`config.mk`:
```
export PLATFORM = sky130hd
export DESIGN_NAME = ring_stop
export DESIGN_NICKNAME = d
export VERILOG_FILES = /design/src/rtl/ring_stop.sv
export SDC_FILE = /design/constraint.sdc
export NUM_CORES = 1
export LEC_CHECK = 0
export ABC_AREA = 0
export BUFFER_PORTS_ARGS = -buffer_cell sky130_fd_sc_hd__buf_2
export CORE_UTILIZATION = 50
export CTS_CLUSTER_SIZE = 25
export DETAILED_ROUTE_END_ITERATION = 8
export PLACE_DENSITY = 0.74
export SYNTH_ARGS = -nofsm -noshare
export SYNTH_HDL_FRONTEND = slang
export SYNTH_SLANG_ARGS = --single-unit
```
`constraint.sdc`:
```
create_clock -name clk -period 4.3 [get_ports clk]
set_input_delay 0.215 -clock clk [delete_from_list [all_inputs] [get_ports clk]]
set_output_delay 0.215 -clock clk [all_outputs]
set_load 0.02 [all_outputs]
```
`src/rtl/ring_stop.sv`:
```
module ring_stop #(
  parameter int ID_W     = 4,
  parameter int DATA_W   = 16,
  parameter int BNC_W    = 4,
  parameter int EJ_DEPTH = 4,
  parameter int LOCAL_ID = 0
) (
  input  logic              clk,
  input  logic              rst_n,
  input  logic              up_vld,
  input  logic [ID_W-1:0]   up_dst,
  input  logic [ID_W-1:0]   up_src,
  input  logic [BNC_W-1:0]  up_bnc,
  input  logic [DATA_W-1:0] up_data,
  output logic              dn_vld,
  output logic [ID_W-1:0]   dn_dst,
  output logic [ID_W-1:0]   dn_src,
  output logic [BNC_W-1:0]  dn_bnc,
  output logic [DATA_W-1:0] dn_data,
  input  logic              inj_vld,
  output logic              inj_rdy,
  input  logic [ID_W-1:0]   inj_dst,
  input  logic [DATA_W-1:0] inj_data,
  output logic              ej_vld,
  input  logic              ej_rdy,
  output logic [ID_W-1:0]   ej_src,
  output logic [DATA_W-1:0] ej_data
);
  localparam int PW = (EJ_DEPTH > 1) ? $clog2(EJ_DEPTH) : 1;
  localparam int CW = $clog2(EJ_DEPTH + 1);
  localparam logic [ID_W-1:0] ME = ID_W'(LOCAL_ID);
  localparam logic [CW-1:0] FULL_CNT = CW'(EJ_DEPTH);
  localparam logic [PW-1:0] LAST_PTR = PW'(EJ_DEPTH - 1);

  logic [ID_W-1:0]   src_q [EJ_DEPTH];
  logic [DATA_W-1:0] dat_q [EJ_DEPTH];
  logic [PW-1:0]     wr_ptr, rd_ptr;
  logic [CW-1:0]     cnt;

  logic hit, full, push, pass, pop, inj_go;
  logic [BNC_W-1:0] bnc_up;

  assign hit     = up_vld && (up_dst == ME);
  assign full    = (cnt == FULL_CNT);
  assign push    = hit && !full;
  assign pass    = up_vld && !push;
  assign inj_rdy = !pass;
  assign inj_go  = inj_vld && !pass;
  assign ej_vld  = (cnt != '0);
  assign pop     = ej_vld && ej_rdy;
  assign ej_src  = src_q[rd_ptr];
  assign ej_data = dat_q[rd_ptr];
  assign bnc_up  = (&up_bnc) ? up_bnc : up_bnc + 1'b1;

  always_ff @(posedge clk) begin
    if (!rst_n) begin
      dn_vld  <= 1'b0;
      dn_dst  <= '0;
      dn_src  <= '0;
      dn_bnc  <= '0;
      dn_data <= '0;
    end else if (pass) begin
      dn_vld  <= 1'b1;
      dn_dst  <= up_dst;
      dn_src  <= up_src;
      dn_bnc  <= hit ? bnc_up : up_bnc;
      dn_data <= up_data;
    end else if (inj_go) begin
      dn_vld  <= 1'b1;
      dn_dst  <= inj_dst;
      dn_src  <= ME;
      dn_bnc  <= '0;
      dn_data <= inj_data;
    end else begin
      dn_vld  <= 1'b0;
    end
  end

  always_ff @(posedge clk) begin
    if (push) begin
      src_q[wr_ptr] <= up_src;
      dat_q[wr_ptr] <= up_data;
    end
  end

  always_ff @(posedge clk) begin
    if (!rst_n) begin
      wr_ptr <= '0;
      rd_ptr <= '0;
      cnt    <= '0;
    end else begin
      if (push) wr_ptr <= (wr_ptr == LAST_PTR) ? '0 : wr_ptr + 1'b1;
      if (pop)  rd_ptr <= (rd_ptr == LAST_PTR) ? '0 : rd_ptr + 1'b1;
      case ({push, pop})
        2'b10:   cnt <= cnt + 1'b1;
        2'b01:   cnt <= cnt - 1'b1;
        default: cnt <= cnt;
      endcase
    end
  end

  assert_fwd_R2: assert property (@(posedge clk) disable iff (!rst_n)
    (up_vld && up_dst != ME) |=> (dn_vld && dn_dst == $past(up_dst) &&
      dn_src == $past(up_src) && dn_bnc == $past(up_bnc) && dn_data == $past(up_data)));

  assert_ring_first_R3: assert property (@(posedge clk) disable iff (!rst_n)
    (up_vld && up_dst != ME) |-> !inj_rdy);

  assert_inject_R4: assert property (@(posedge clk) disable iff (!rst_n)
    (inj_vld && inj_rdy) |=> (dn_vld && dn_src == ME && dn_bnc == '0 &&
      dn_data == $past(inj_data)));

  assert_deliver_R5: assert property (@(posedge clk) disable iff (!rst_n)
    (hit && cnt < FULL_CNT) |=> ej_vld);

  assert_free_slot_R6: assert property (@(posedge clk) disable iff (!rst_n)
    (hit && cnt < FULL_CNT) |-> inj_rdy);

  assert_bounce_R7: assert property (@(posedge clk) disable iff (!rst_n)
    (hit && cnt == FULL_CNT) |=> (dn_vld && dn_dst == ME &&
      dn_data == $past(up_data) && dn_bnc != '0));

  assert_no_overflow_R8: assert property (@(posedge clk) disable iff (!rst_n)
    cnt <= FULL_CNT);
endmodule

```
==> results.tsv, run 1 <==
stage	metric	value	unit
global_routing	antenna_found_initial	0	
critical_path	path_delay_family	buffers and inverters	
floorplan	initial_core_util	51.7	%
floorplan	die_h	99.8	um
critical_path	startpoint	up_dst[3]	
synth	synthXorXnorAreaFrac	0.366	%
timing	tns	0	ns
power_and_ir_drop	power.switching	595	uW
synth	yosysMostFrequentCell	edfxtp_1	
synth	async_flop_share	0	%
synth	yosys_register_bits	118	
timing	fin_crit_sh	57.6	%
critical_path	cp_max_fo	45	
place	post_dp_cell_area	5370	sq um
power_and_ir_drop	powerDensity	454	nW/um^2
global_routing	gr-usage-all-layers	20.8	%
floorplan	die_area	9960	sq um
drt	drtAntennaViolNets	0	
timing	slew_headroom	30.8	%
cells_and_area	stdcell_area	6220	sq um
synth	syn_nets	362	
cts	cts_root_buf	clkbuf_8	
synth	yosys.area_share.simple	6.41	%
drt	drt-initial-drc-count	133	
timing	slew_violations	0	
place	place.gp.congestion	0.759	
synth	synth_cell_types	43	
critical_path	path_buf_inv	4	
synth	synthTopCellsByArea	edfxtp_1 (50%), dfxtp_1 (16%), mux4_2 (9.4%)	
critical_path	start_kind	primary input	
timing	worst_slew_pin_slew	1.04	ns
timing	hold_viol	0	
timing	fin_hold_ws	0.0323	ns
critical_path	crit_path_cell_trace	dlygate4sd3_1 -> buf_2 -> or4_4 -> o21a_4 -> clkinv_4 -> buf_2	
floorplan	core_area	9240	sq um
cells_and_area	regArea	3160	sq um
cts	cts.sinks	118	
synth	synth_ff_type	edfxtp_1	
floorplan	rows	35	
cells_and_area	syn2layout_area_growth	30.2	%
synth	synthMuxAreaShare	13.8	%
cells_and_area	nets	495	
critical_path	crit_slowest_cell	or4_4	
power_and_ir_drop	peakVddDrop	0.000265	V
timing	fmax	0.404	GHz
flow_run	drv_cap	0	
critical_path	arrival	2.26	ns
drt	totalWireLength	9690	um
critical_path	critPathMostFrequentCell	buf_2	
cts	cts_tree	yes	
cells_and_area	antenna_cells	0	
cells_and_area	layout-drive-gt1-share	37.6	%
global_routing	grt_pass1_wl	15400	um
global_routing	first_global_vias	3168	
synth	synth_top_area_share	50.2	%
cts	cts_max_level	4	
cts	cts_buffer_depth	2	
critical_path	max_stage_delay	0.55	ns
place	hpwl	5900	um
synth	yosysTopAreaCell	edfxtp_1	
power_and_ir_drop	p_leak	0.00257	uW
drt	vias	3003	
critical_path	worstReg2RegStart	cnt[0]	
synth	synthCells	301	
cells_and_area	fill_cells	645	
synth	synth_area_per_cell	15.9	sq um
synth	synth-edff-count	80	
synth	synth-compound-area-share	8.17	%
critical_path	crit_type	primary input to output port	
worst_hold_path	hp-class	primary input to register	
drt	routed_via_density	5.21	
place	post-place-cells	518	
critical_path	cp-end-kind	output port	
cts	clk_latency	0.50	ns
critical_path	required	4.09	ns
timing	rsz0062_at_grt	false	
cts	cts_buffers	17	
timing	setup_viol	0	
place	io_buffers	103	
timing	period_minus_slack	2.48	ns
cts	cts_resized	0	
worst_hold_path	min_from	ej_rdy	
synth	yosysWarnings	0	
status	run_status	completed	
synth	syn_area	4780	sq um
synth	synthTopCellsByCount	edfxtp_1 (80), dfxtp_1 (38), nand2_1 (34), mux2i_1 (21), mux4_2 (20)	
synth	synth_top_family_by_area	multiplexers	
power_and_ir_drop	p_sw_share	21.1	%
synth	synth-seq-area-share	66.2	%
global_routing	grt_max_degree	46	
floorplan	ios	104	
synth	synthAdderAreaFrac	2.25	%
power_and_ir_drop	p_clk_share	47.8	%
drt	dr.pass1.iters	4	
power_and_ir_drop	comb_power_share	8.0	%
global_routing	grt_overflow	0	
timing	fin_skew	0.00994	ns
power_and_ir_drop	p_int	2230	uW
floorplan	fp.dieW	99.8	um
power_and_ir_drop	p_seq_share	44.2	%
cells_and_area	stdcell_count	576	
cts	clkTransAtPathRegs	0.05	ns
drt	wl_per_cell	16.8	um
cells_and_area	multi_input_area	1480	sq um
drt	drc	0	
-- final cells by class --
cell class,count,share of cell area (%)
tap,129,2.59
timing repair buffer,130,12.6
clock buffer,25,8.46
sequential,118,50.8
inverter,10,0.684
multi-input combinational,157,23.8
clock inverter,7,1.03
-- flip-flops by register name (all words and copies together), names as in the netlist, named ones only --
register and flops:
dat_q 64, dn_data 16, src_q 16, dn_bnc 4, dn_dst 4, dn_src 4
cnt 3, rd_ptr 2, wr_ptr 2, dn_vld 1
-- stage by stage --
step	worst slack (ns)	total power (uW)	util [%]
finish	1.82	2820	67.4
global route	1.67	2920	67.4
CTS	1.83	2840	67.4
detailed placement	1.88	1480	58.1
global placement	2.07	1470	58.1
floorplan	2.18	1400	-
-- layout by cell type, fill, tap and decap left out, drive strengths merged, types with 3 or more instances in the layout --
cell / netlist / routed
a21boi: 8 / 8
a21oi: 5 / 5
and2: 6 / 6
buf: 7 / 104
clkbuf: 9 / 25
clkinv: 1 / 5
dfxtp: 38 / 38
dlygate4sd3: 0 / 26
edfxtp: 80 / 80
ha: 7 / 7
inv: 9 / 10
mux2i: 21 / 21
mux4: 20 / 20
nand2: 34 / 34
nand3b: 4 / 4
nor2b: 3 / 3
o211a: 19 / 19
o21a: 3 / 3
o21ai: 8 / 8
or3: 4 / 4
-- final timing paths --
check	slack, ns	to	cells past startpoint
hold / removal	0.03	rd_ptr[1]	3
setup / recovery	1.82	inj_rdy	6
setup reg to reg	1.84	cnt[2]	9
hold reg to reg	0.50	dn_src[0]	2
-- routing by layer --
metal	GRT usage (%)	share of wire, %	up-vias
met5	0	0	-
met4	8.94	0.90	0
met3	6.41	6.2	8
met2	34.7	51	100
met1	25.2	42	1476
li1	-	-	1419
-- kinds of logic (layout without fill, tap and decap cells) --
group | after synthesis | after routing
DFF | 118 | 118
adders and majority gates | 8 | 8
muxes | 41 | 41
buffers and inverters | 26 | 172
and+or+nand+nor | 59 | 59
AOI/OAI and AO/OA | 47 | 47
xor gates and xnor gates | 2 | 2
-- power by group through the flow --
stage | sequential, uW | combinational, uW | clock (uW)
after detailed placement | 1270 | 207 | 0
final | 1250 | 225 | 1350
after floorplan | 1290 | 105 | 0
after CTS | 1250 | 226 | 1370
after global routing | 1250 | 244 | 1420
after global placement | 1270 | 203 | 0
-- worst min-delay path, stage by stage --
cell and delay (ns):
buf_2 0.11, nand3_1 0.05, a21boi_0 0.09
-- timing repair --
item / 4_1_cts / 5_1_grt
hold buffers: 26 / 0
buffers inserted: 0 / 0
hold endpoints to repair: 94 / 0
Note: power is estimated with default switching activity, not from simulation.
==> run 2, diff against run 1 <==
Clock period 4.3 ns to 2.4 ns, I/O delays scaled along.
==> run 2 against run 1 <==
Net effect: setup slack lost 1.6 ns; worst hold slack improved by 0.0028 ns; register-to-register slack got worse by 1.7 ns; die area stayed put; clock power up 93%; final cell count increased by 4.2%; utilization rose by 3.0 points.
==> results.tsv, run 2 (synthesized netlist as in run 1, its figures left out) <==
stage	metric	value	unit	change
drt	met3_length	601	um	was 599 um
global_routing	grt_pass1_wl	16300	um	was 15400 um
cts	cts.sinks	118		unchanged
power_and_ir_drop	p_leak	0.00268	uW	was 0.00257 uW
timing	period_minus_slack	2.23	ns	
critical_path	start_kind	primary input		unchanged
place	place.gp.congestion	0.788		was 0.759
critical_path	cp-end-kind	register		was output port
critical_path	crit_path_cell_trace	dlygate4sd3_1 -> buf_2 -> or4_4 -> o21a_4 -> clkinv_8 -> nand2_1 -> o211a_1 -> dlygate4sd3_1		was dlygate4sd3_1 -> buf_2 -> or4_4 -> o21a_4 -> clkinv_4 -> buf_2
timing	fmax	0.449	GHz	
global_routing	antenna_found_initial	0		unchanged
power_and_ir_drop	p_sw_share	21.7	%	was 21.1%
cts	cts_max_level	4		unchanged
place	hpwl	5970	um	was 5900 um
critical_path	path_buf_inv	4		unchanged
cells_and_area	syn2layout_area_growth	36.0	%	was 30.2%
timing	tns	0	ns	unchanged
drt	vias	3145		was 3003
power_and_ir_drop	p_clk_share	49.2	%	was 47.8%
critical_path	required	2.79	ns	was 4.09 ns
drt	drc	0		unchanged
cells_and_area	largest_register_ffs	64		unchanged
flow_run	drv_cap	0		unchanged
drt	drt-initial-drc-count	113		was 133
drt	top_layer_used	met4		unchanged
floorplan	fp.dieW	99.8	um	unchanged
place	io_buffers	103		unchanged
cts	cts_root_buf	clkbuf_8		unchanged
cells_and_area	final_common_cell	buf_2		unchanged
power_and_ir_drop	p_seq_share	42.5	%	was 44.2%
critical_path	r2r_slack	0.19	ns	was 1.84 ns
power_and_ir_drop	p_int	4130	uW	was 2230 uW
critical_path	crit_slowest_cell	or4_4		unchanged
cts	cts_buffers	17		unchanged
timing	fin_crit_sh	92.8	%	
status	run_status	completed		unchanged
cts	cts_tree	yes		unchanged
cells_and_area	layout-drive-gt1-share	36.5	%	was 37.6%
drt	dr.pass1.iters	5		was 4
critical_path	critPathMostFrequentCell	dlygate4sd3_1		was buf_2
global_routing	grt_overflow	0		unchanged
cts	cts_setup_buffers	0		unchanged
floorplan	die_area	9960	sq um	unchanged
power_and_ir_drop	power.switching	1140	uW	was 595 uW
cells_and_area	final_cell_mix	buf_2 (103), edfxtp_1 (80), dlygate4sd3_1 (47)		was buf_2 (103), edfxtp_1 (80), dfxtp_1 (38)
floorplan	ios	104		unchanged
cells_and_area	antenna_cells	0		unchanged
critical_path	worstReg2RegStart	cnt[2]		was cnt[0]
drt	wl_per_cell	17.3	um	was 16.8 um
global_routing	grt_max_degree	46		unchanged
cells_and_area	post-route-util	70.4	%	was 67.4%
timing	hold_viol	0		unchanged
drt	totalWireLength	10400	um	was 9690 um
critical_path	path_delay_family	buffers and inverters		unchanged
critical_path	r2r-end	dn_dst[2]		was cnt[2]
critical_path	cp_max_fo	45		unchanged
timing	worst_slew_pin_slew	0.753	ns	was 1.04 ns
critical_path	startpoint	up_dst[3]		unchanged
critical_path	arrival	2.61	ns	was 2.26 ns
cells_and_area	largestRegisters	dat_q (64), dn_data (16), src_q (16)		unchanged
critical_path	crit_end	dn_dst[2]		was inj_rdy
timing	slew_headroom	49.8	%	was 30.8%
timing	fin_skew	0.0188	ns	was 0.00994 ns
timing	setup_viol	0		unchanged
power_and_ir_drop	powerDensity	811	nW/um^2	was 454 nW/um^2
timing	rsz0062_at_grt	false		unchanged
cts	cts_buffer_depth	2		unchanged
worst_hold_path	hp-class	primary input to register		unchanged
critical_path	worst-path-stages	8		was 6
cts	clk_latency	0.51	ns	was 0.50 ns
critical_path	r2r_cells	6		was 9
floorplan	die_h	99.8	um	unchanged
global_routing	gr-usage-all-layers	22.6	%	was 20.8%
floorplan	core_area	9240	sq um	unchanged
cts	clkTransAtPathRegs	0.06	ns	was 0.05 ns
floorplan	initial_core_util	51.7	%	unchanged
drt	met2_length	5410	um	was 4930 um
critical_path	crit_type	primary input to register		was primary input to output port
floorplan	rows	35		unchanged
power_and_ir_drop	comb_power_share	8.3	%	was 8.0%
drt	routed_via_density	5.24		was 5.21
drt	drtAntennaViolNets	0		unchanged
power_and_ir_drop	peakVddDrop	0.000511	V	was 0.000265 V
drt	drt-met1-wl	4230	um	was 4070 um
critical_path	max_stage_delay	0.56	ns	was 0.55 ns
global_routing	first_global_vias	3285		was 3168
cells_and_area	nets	519		was 495
timing	slew_violations	0		unchanged
cells_and_area	top_register	dat_q		unchanged
-- run 2: changes by cell type in the layout (fill, tap and decap cells not counted), moves of 2 or more --
| cell | previous run | this run |
|---|---|---|
| buf_4 | 1 | 3 |
| bufinv_16 | 1 | 4 |
| clkbuf_16 | 18 | 16 |
| clkbuf_8 | 5 | 2 |
| clkinv_2 | 4 | 2 |
| clkinvlp_4 | 1 | 4 |
| dlygate4sd3_1 | 26 | 47 |
-- run 2: metal layers --
| layer | vias to the layer above | track usage [%] |
|---|---|---|
| met1 | 1548 | 25.6 |
| met4 | 0 | 8.60 |
| met2 | 111 | 39.9 |
| met5 | - | 0 |
| li1 | 1472 | - |
| met3 | 14 | 7.31 |
-- run 2: power by group through the flow --
stage	sequential [uW]	combinational, uW	clock (uW)
after detailed placement	2280	374	0
after global placement	2280	366	0
final	2240	438	2600
after global routing	2240	476	2720
after floorplan	2320	188	0
after CTS	2240	438	2620
-- run 2: cell type report --
type / instances / area (sq um)
clock buffer: 20 / 435
clock inverter: 12 / 178
fill: 608 / 2740
inverter: 10 / 50.0
multi-input combinational: 157 / 1490
sequential: 118 / 3160
tap: 129 / 161
timing repair buffer: 154 / 1030
-- run 2: timing repair --
item                                   in CTS  in global routing
endpoints found under the hold margin     109                  0
hold buffers                               47                  0
setup endpoints to repair                   1                  2
gates cloned                                0                  0
gates resized for setup                     1                  1
-- run 2: how the worst min path moves through the flow --
stage,start,to,depth (start not counted)
after floorplan,up_data[0],dat_q[0][0],0
after global placement,up_data[8],dat_q[0][8],1
after detailed placement,up_src[2],src_q[2][2],1
after CTS,up_bnc[3],dn_bnc[3],4
after global routing,up_bnc[2],dn_bnc[3],4
final,up_bnc[3],dn_bnc[3],4
-- run 2: worst min-delay path: cells and delay by family --
kind | cells | cell delay (ns)
AO/OA/AOI/OAI | 2 | 0.21
buffers and inverters | 2 | 0.19
-- run 2: through the flow --
| stage | cells | cell area [sq um] | setup slack (ns) | total power, uW | hold WS, ns |
|---|---|---|---|---|---|
| 5_1_grt | 600 | 6500 | 0.0595 | 5440 | 0.0358 |
| 3_5_place_dp | 521 | 5410 | 0.122 | 2650 | 0.355 |
| 3_3_place_gp | 521 | 5410 | 0.283 | 2640 | 0.353 |
| 4_1_cts | 600 | 6500 | 0.0822 | 5290 | 0.0180 |
| 2_1_floorplan | 301 | 4780 | 0.282 | 2510 | 0.219 |
| 6_report | 600 | 6500 | 0.173 | 5270 | 0.0351 |
==> run 3, diff against run 2 <==
Settings changed: CORE_UTILIZATION 50 to 30, PLACE_DENSITY 0.74 to unset, SLEW_MARGIN set to 20.
==> run 3 against run 2 <==
Net effect: global-route usage down 9.1 points; flip-flop and latch count unchanged; maximum frequency up 1.6%; worst hold slack worse by 0.018 ns; wire length up 1.3%; register-to-register slack better by 0.04 ns.
==> results.tsv, run 3 (synthesized netlist as in run 1, its figures left out) <==
stage	metric	value	unit	change
cts	clk_latency	0.41	ns	was 0.51 ns
critical_path	crit_slowest_cell	dlygate4sd3_1		was or4_4
place	hpwl	6740	um	was 5970 um
timing	rsz0062_at_grt	false		unchanged
cells_and_area	syn2layout_area_growth	32.5	%	was 36.0%
drt	vias	3005		was 3145
floorplan	die_area	16400	sq um	was 9960 sq um
critical_path	cp-end-kind	output port		was register
place	place.gp.congestion	0.703		was 0.788
cells_and_area	largestRegisters	dat_q (64), dn_data (16), src_q (16)		unchanged
critical_path	required	2.28	ns	was 2.79 ns
cells_and_area	final_common_cell	buf_2		unchanged
timing	hold_viol	0		unchanged
worst_hold_path	min_from	inj_dst[0]		was up_bnc[3]
flow_run	drv_cap	0		unchanged
critical_path	r2r_cells	9		was 6
cells_and_area	antenna_cells	0		unchanged
status	run_status	completed		unchanged
critical_path	cp_max_fo	45		unchanged
global_routing	gr-usage-all-layers	13.5	%	was 22.6%
timing	slew_violations	0		unchanged
drt	drt-initial-drc-count	189		was 113
timing	period_minus_slack	2.19	ns	was 2.23 ns
timing	setup_viol	0		unchanged
drt	drtAntennaViolNets	0		unchanged
global_routing	grt_max_degree	46		unchanged
worst_hold_path	min_to	dn_dst[0]		was dn_bnc[3]
power_and_ir_drop	p_int	4000	uW	was 4130 uW
drt	wl_per_cell	16.0	um	was 17.3 um
cts	clkTransAtPathRegs	0.06	ns	about the same
cts	cts.sinks	118		unchanged
critical_path	crit_path_cell_trace	dlygate4sd3_1 -> buf_2 -> or4_4 -> o21a_4 -> inv_8 -> buf_2		was dlygate4sd3_1 -> buf_2 -> or4_4 -> o21a_4 -> clkinv_8 -> nand2_1 -> o211a_1 -> dlygate4sd3_1
cells_and_area	layout-drive-gt1-share	38.1	%	was 36.5%
power_and_ir_drop	p_clk_share	48.2	%	was 49.2%
worst_hold_path	hold_depth	3		was 4
timing	fin_ws	0.208	ns	was 0.173 ns
global_routing	grt_overflow	0		unchanged
cts	cts_max_level	4		unchanged
power_and_ir_drop	p_leak	0.00258	uW	was 0.00268 uW
floorplan	fp.dieW	128	um	was 99.8 um
global_routing	grt_util_met3	4.59	%	was 7.31%
critical_path	start_kind	primary input		unchanged
place	io_buffers	103		unchanged
power_and_ir_drop	total_power	5100	uW	was 5270 uW
global_routing	grtUsageMet2	23.0	%	was 39.9%
critical_path	path_delay_family	buffers and inverters		unchanged
cells_and_area	nets	497		was 519
cts	cts_root_buf	clkbuf_16		was clkbuf_8
global_routing	grt_most_used_layer	met2		unchanged
floorplan	rows	45		was 35
floorplan	core_area	15400	sq um	was 9240 sq um
place	post-place-cells	605		was 521
timing	fin_skew	0.00939	ns	was 0.0188 ns
floorplan	die_h	128	um	was 99.8 um
cells_and_area	stdcell_count	660		was 600
drt	dr.pass1.iters	4		was 5
critical_path	r2r-end	cnt[2]		was dn_dst[2]
drt	drc	0		unchanged
power_and_ir_drop	comb_power_share	7.9	%	was 8.3%
critical_path	worstReg2RegStart	cnt[2]		unchanged
drt	totalWireLength	10500	um	was 10400 um
global_routing	grt_pass1_wl	16200	um	was 16300 um
drt	routed_via_density	4.55		was 5.24
cts	cts_buffers	17		unchanged
global_routing	antenna_found_initial	0		unchanged
timing	slew_headroom	50.9	%	was 49.8%
timing	tns	0	ns	unchanged
critical_path	path_buf_inv	4		unchanged
power_and_ir_drop	peakVddDrop	0.000433	V	was 0.000511 V
floorplan	ios	104		unchanged
cts	cts_setup_buffers	0		unchanged
timing	fmax	0.456	GHz	was 0.449 GHz
critical_path	crit_type	primary input to output port		was primary input to register
cells_and_area	top_register	dat_q		unchanged
critical_path	arrival	2.07	ns	was 2.61 ns
floorplan	initial_core_util	31.1	%	was 51.7%
timing	worst_slew_pin_slew	0.737	ns	was 0.753 ns
global_routing	met1_usage	15.7	%	was 25.6%
worst_hold_path	hp-class	primary input to register		unchanged
place	pre_cts_ws	0.111	ns	was 0.122 ns
critical_path	critPathMostFrequentCell	buf_2		was dlygate4sd3_1
cts	cts_tree	yes		unchanged
timing	fin_crit_sh	91.3	%	was 92.8%
critical_path	max_stage_delay	0.53	ns	was 0.56 ns
cells_and_area	largest_register_ffs	64		unchanged
power_and_ir_drop	p_seq_share	43.9	%	was 42.5%
global_routing	first_global_vias	3091		was 3285
cts	cts_buffer_depth	2		unchanged
power_and_ir_drop	p_sw_share	21.5	%	was 21.7%
cells_and_area	final_cell_mix	buf_2 (103), edfxtp_1 (80), dfxtp_1 (37)		was buf_2 (103), edfxtp_1 (80), dlygate4sd3_1 (47)
power_and_ir_drop	powerDensity	806	nW/um^2	was 811 nW/um^2
power_and_ir_drop	power.switching	1100	uW	was 1140 uW
critical_path	r2r_slack	0.23	ns	was 0.19 ns
run 3: cell types whose count changed in the layout (fill, tap and decap cells not counted), moves of 2 or more:
| cell | change |
|---|---|
| buf_4 | +3 |
| clkbuf_8 | -2 |
| clkinv_1 | +3 |
| clkinv_2 | +3 |
| clkinvlp_4 | -4 |
| dlygate4sd3_1 | -24 |
run 3: worst min-delay path: stages:
cell and delay (ns):
buf_2 0.09, o21ai_2 0.06, a21oi_2 0.12
run 3: through the flow:
step	hold slack [ns]	cell area (sq um)	util, %
2_1_floorplan	0.219	4780	-
3_3_place_gp	0.354	5510	35.9
3_5_place_dp	0.362	5510	35.9
4_1_cts	0.000366	6320	41.1
5_1_grt	0.0164	6330	41.2
6_report	0.0169	6330	41.2
run 3: worst max-delay path by stage:
stage	startpoint	cells after the start	to	slack, ns
global placement	cnt[0]	9	cnt[2]	0.30
detailed placement	cnt[2]	9	cnt[2]	0.11
finish	up_dst[1]	6	inj_rdy	0.21
floorplan	cnt[0]	9	cnt[2]	0.28
CTS	cnt[2]	9	cnt[2]	0.09
global route	cnt[2]	9	cnt[2]	0.07
run 3: layout make-up:
class / instances / area (sq um)
timing repair buffer: 132 / 791
inverter: 10 / 45.0
tap: 211 / 264
sequential: 118 / 3160
clock inverter: 12 / 135
clock buffer: 20 / 437
multi-input combinational: 157 / 1500
fill: 1417 / 9040
run 3: metal layers:
metal / up-vias / share of wire (%)
li1: 1425 / -
met1: 1489 / 44
met2: 78 / 50
met3: 13 / 4.8
met4: 0 / 1.2
met5: - / 0
run 3: power groups by stage:
| stage | combinational, uW | sequential, uW | clock (uW) |
|---|---|---|---|
| floorplan | 188 | 2320 | 0 |
| CTS | 406 | 2240 | 2520 |
| finish | 404 | 2240 | 2460 |
| global route | 442 | 2250 | 2590 |
| global placement | 366 | 2280 | 0 |
| detailed placement | 376 | 2280 | 0 |
run 3: repair_timing:
action                                  CTS  global route
endpoints found under the setup margin    0             2
gates resized for setup                   0             3
hold endpoints to repair                 88             0
hold buffers                             23             0
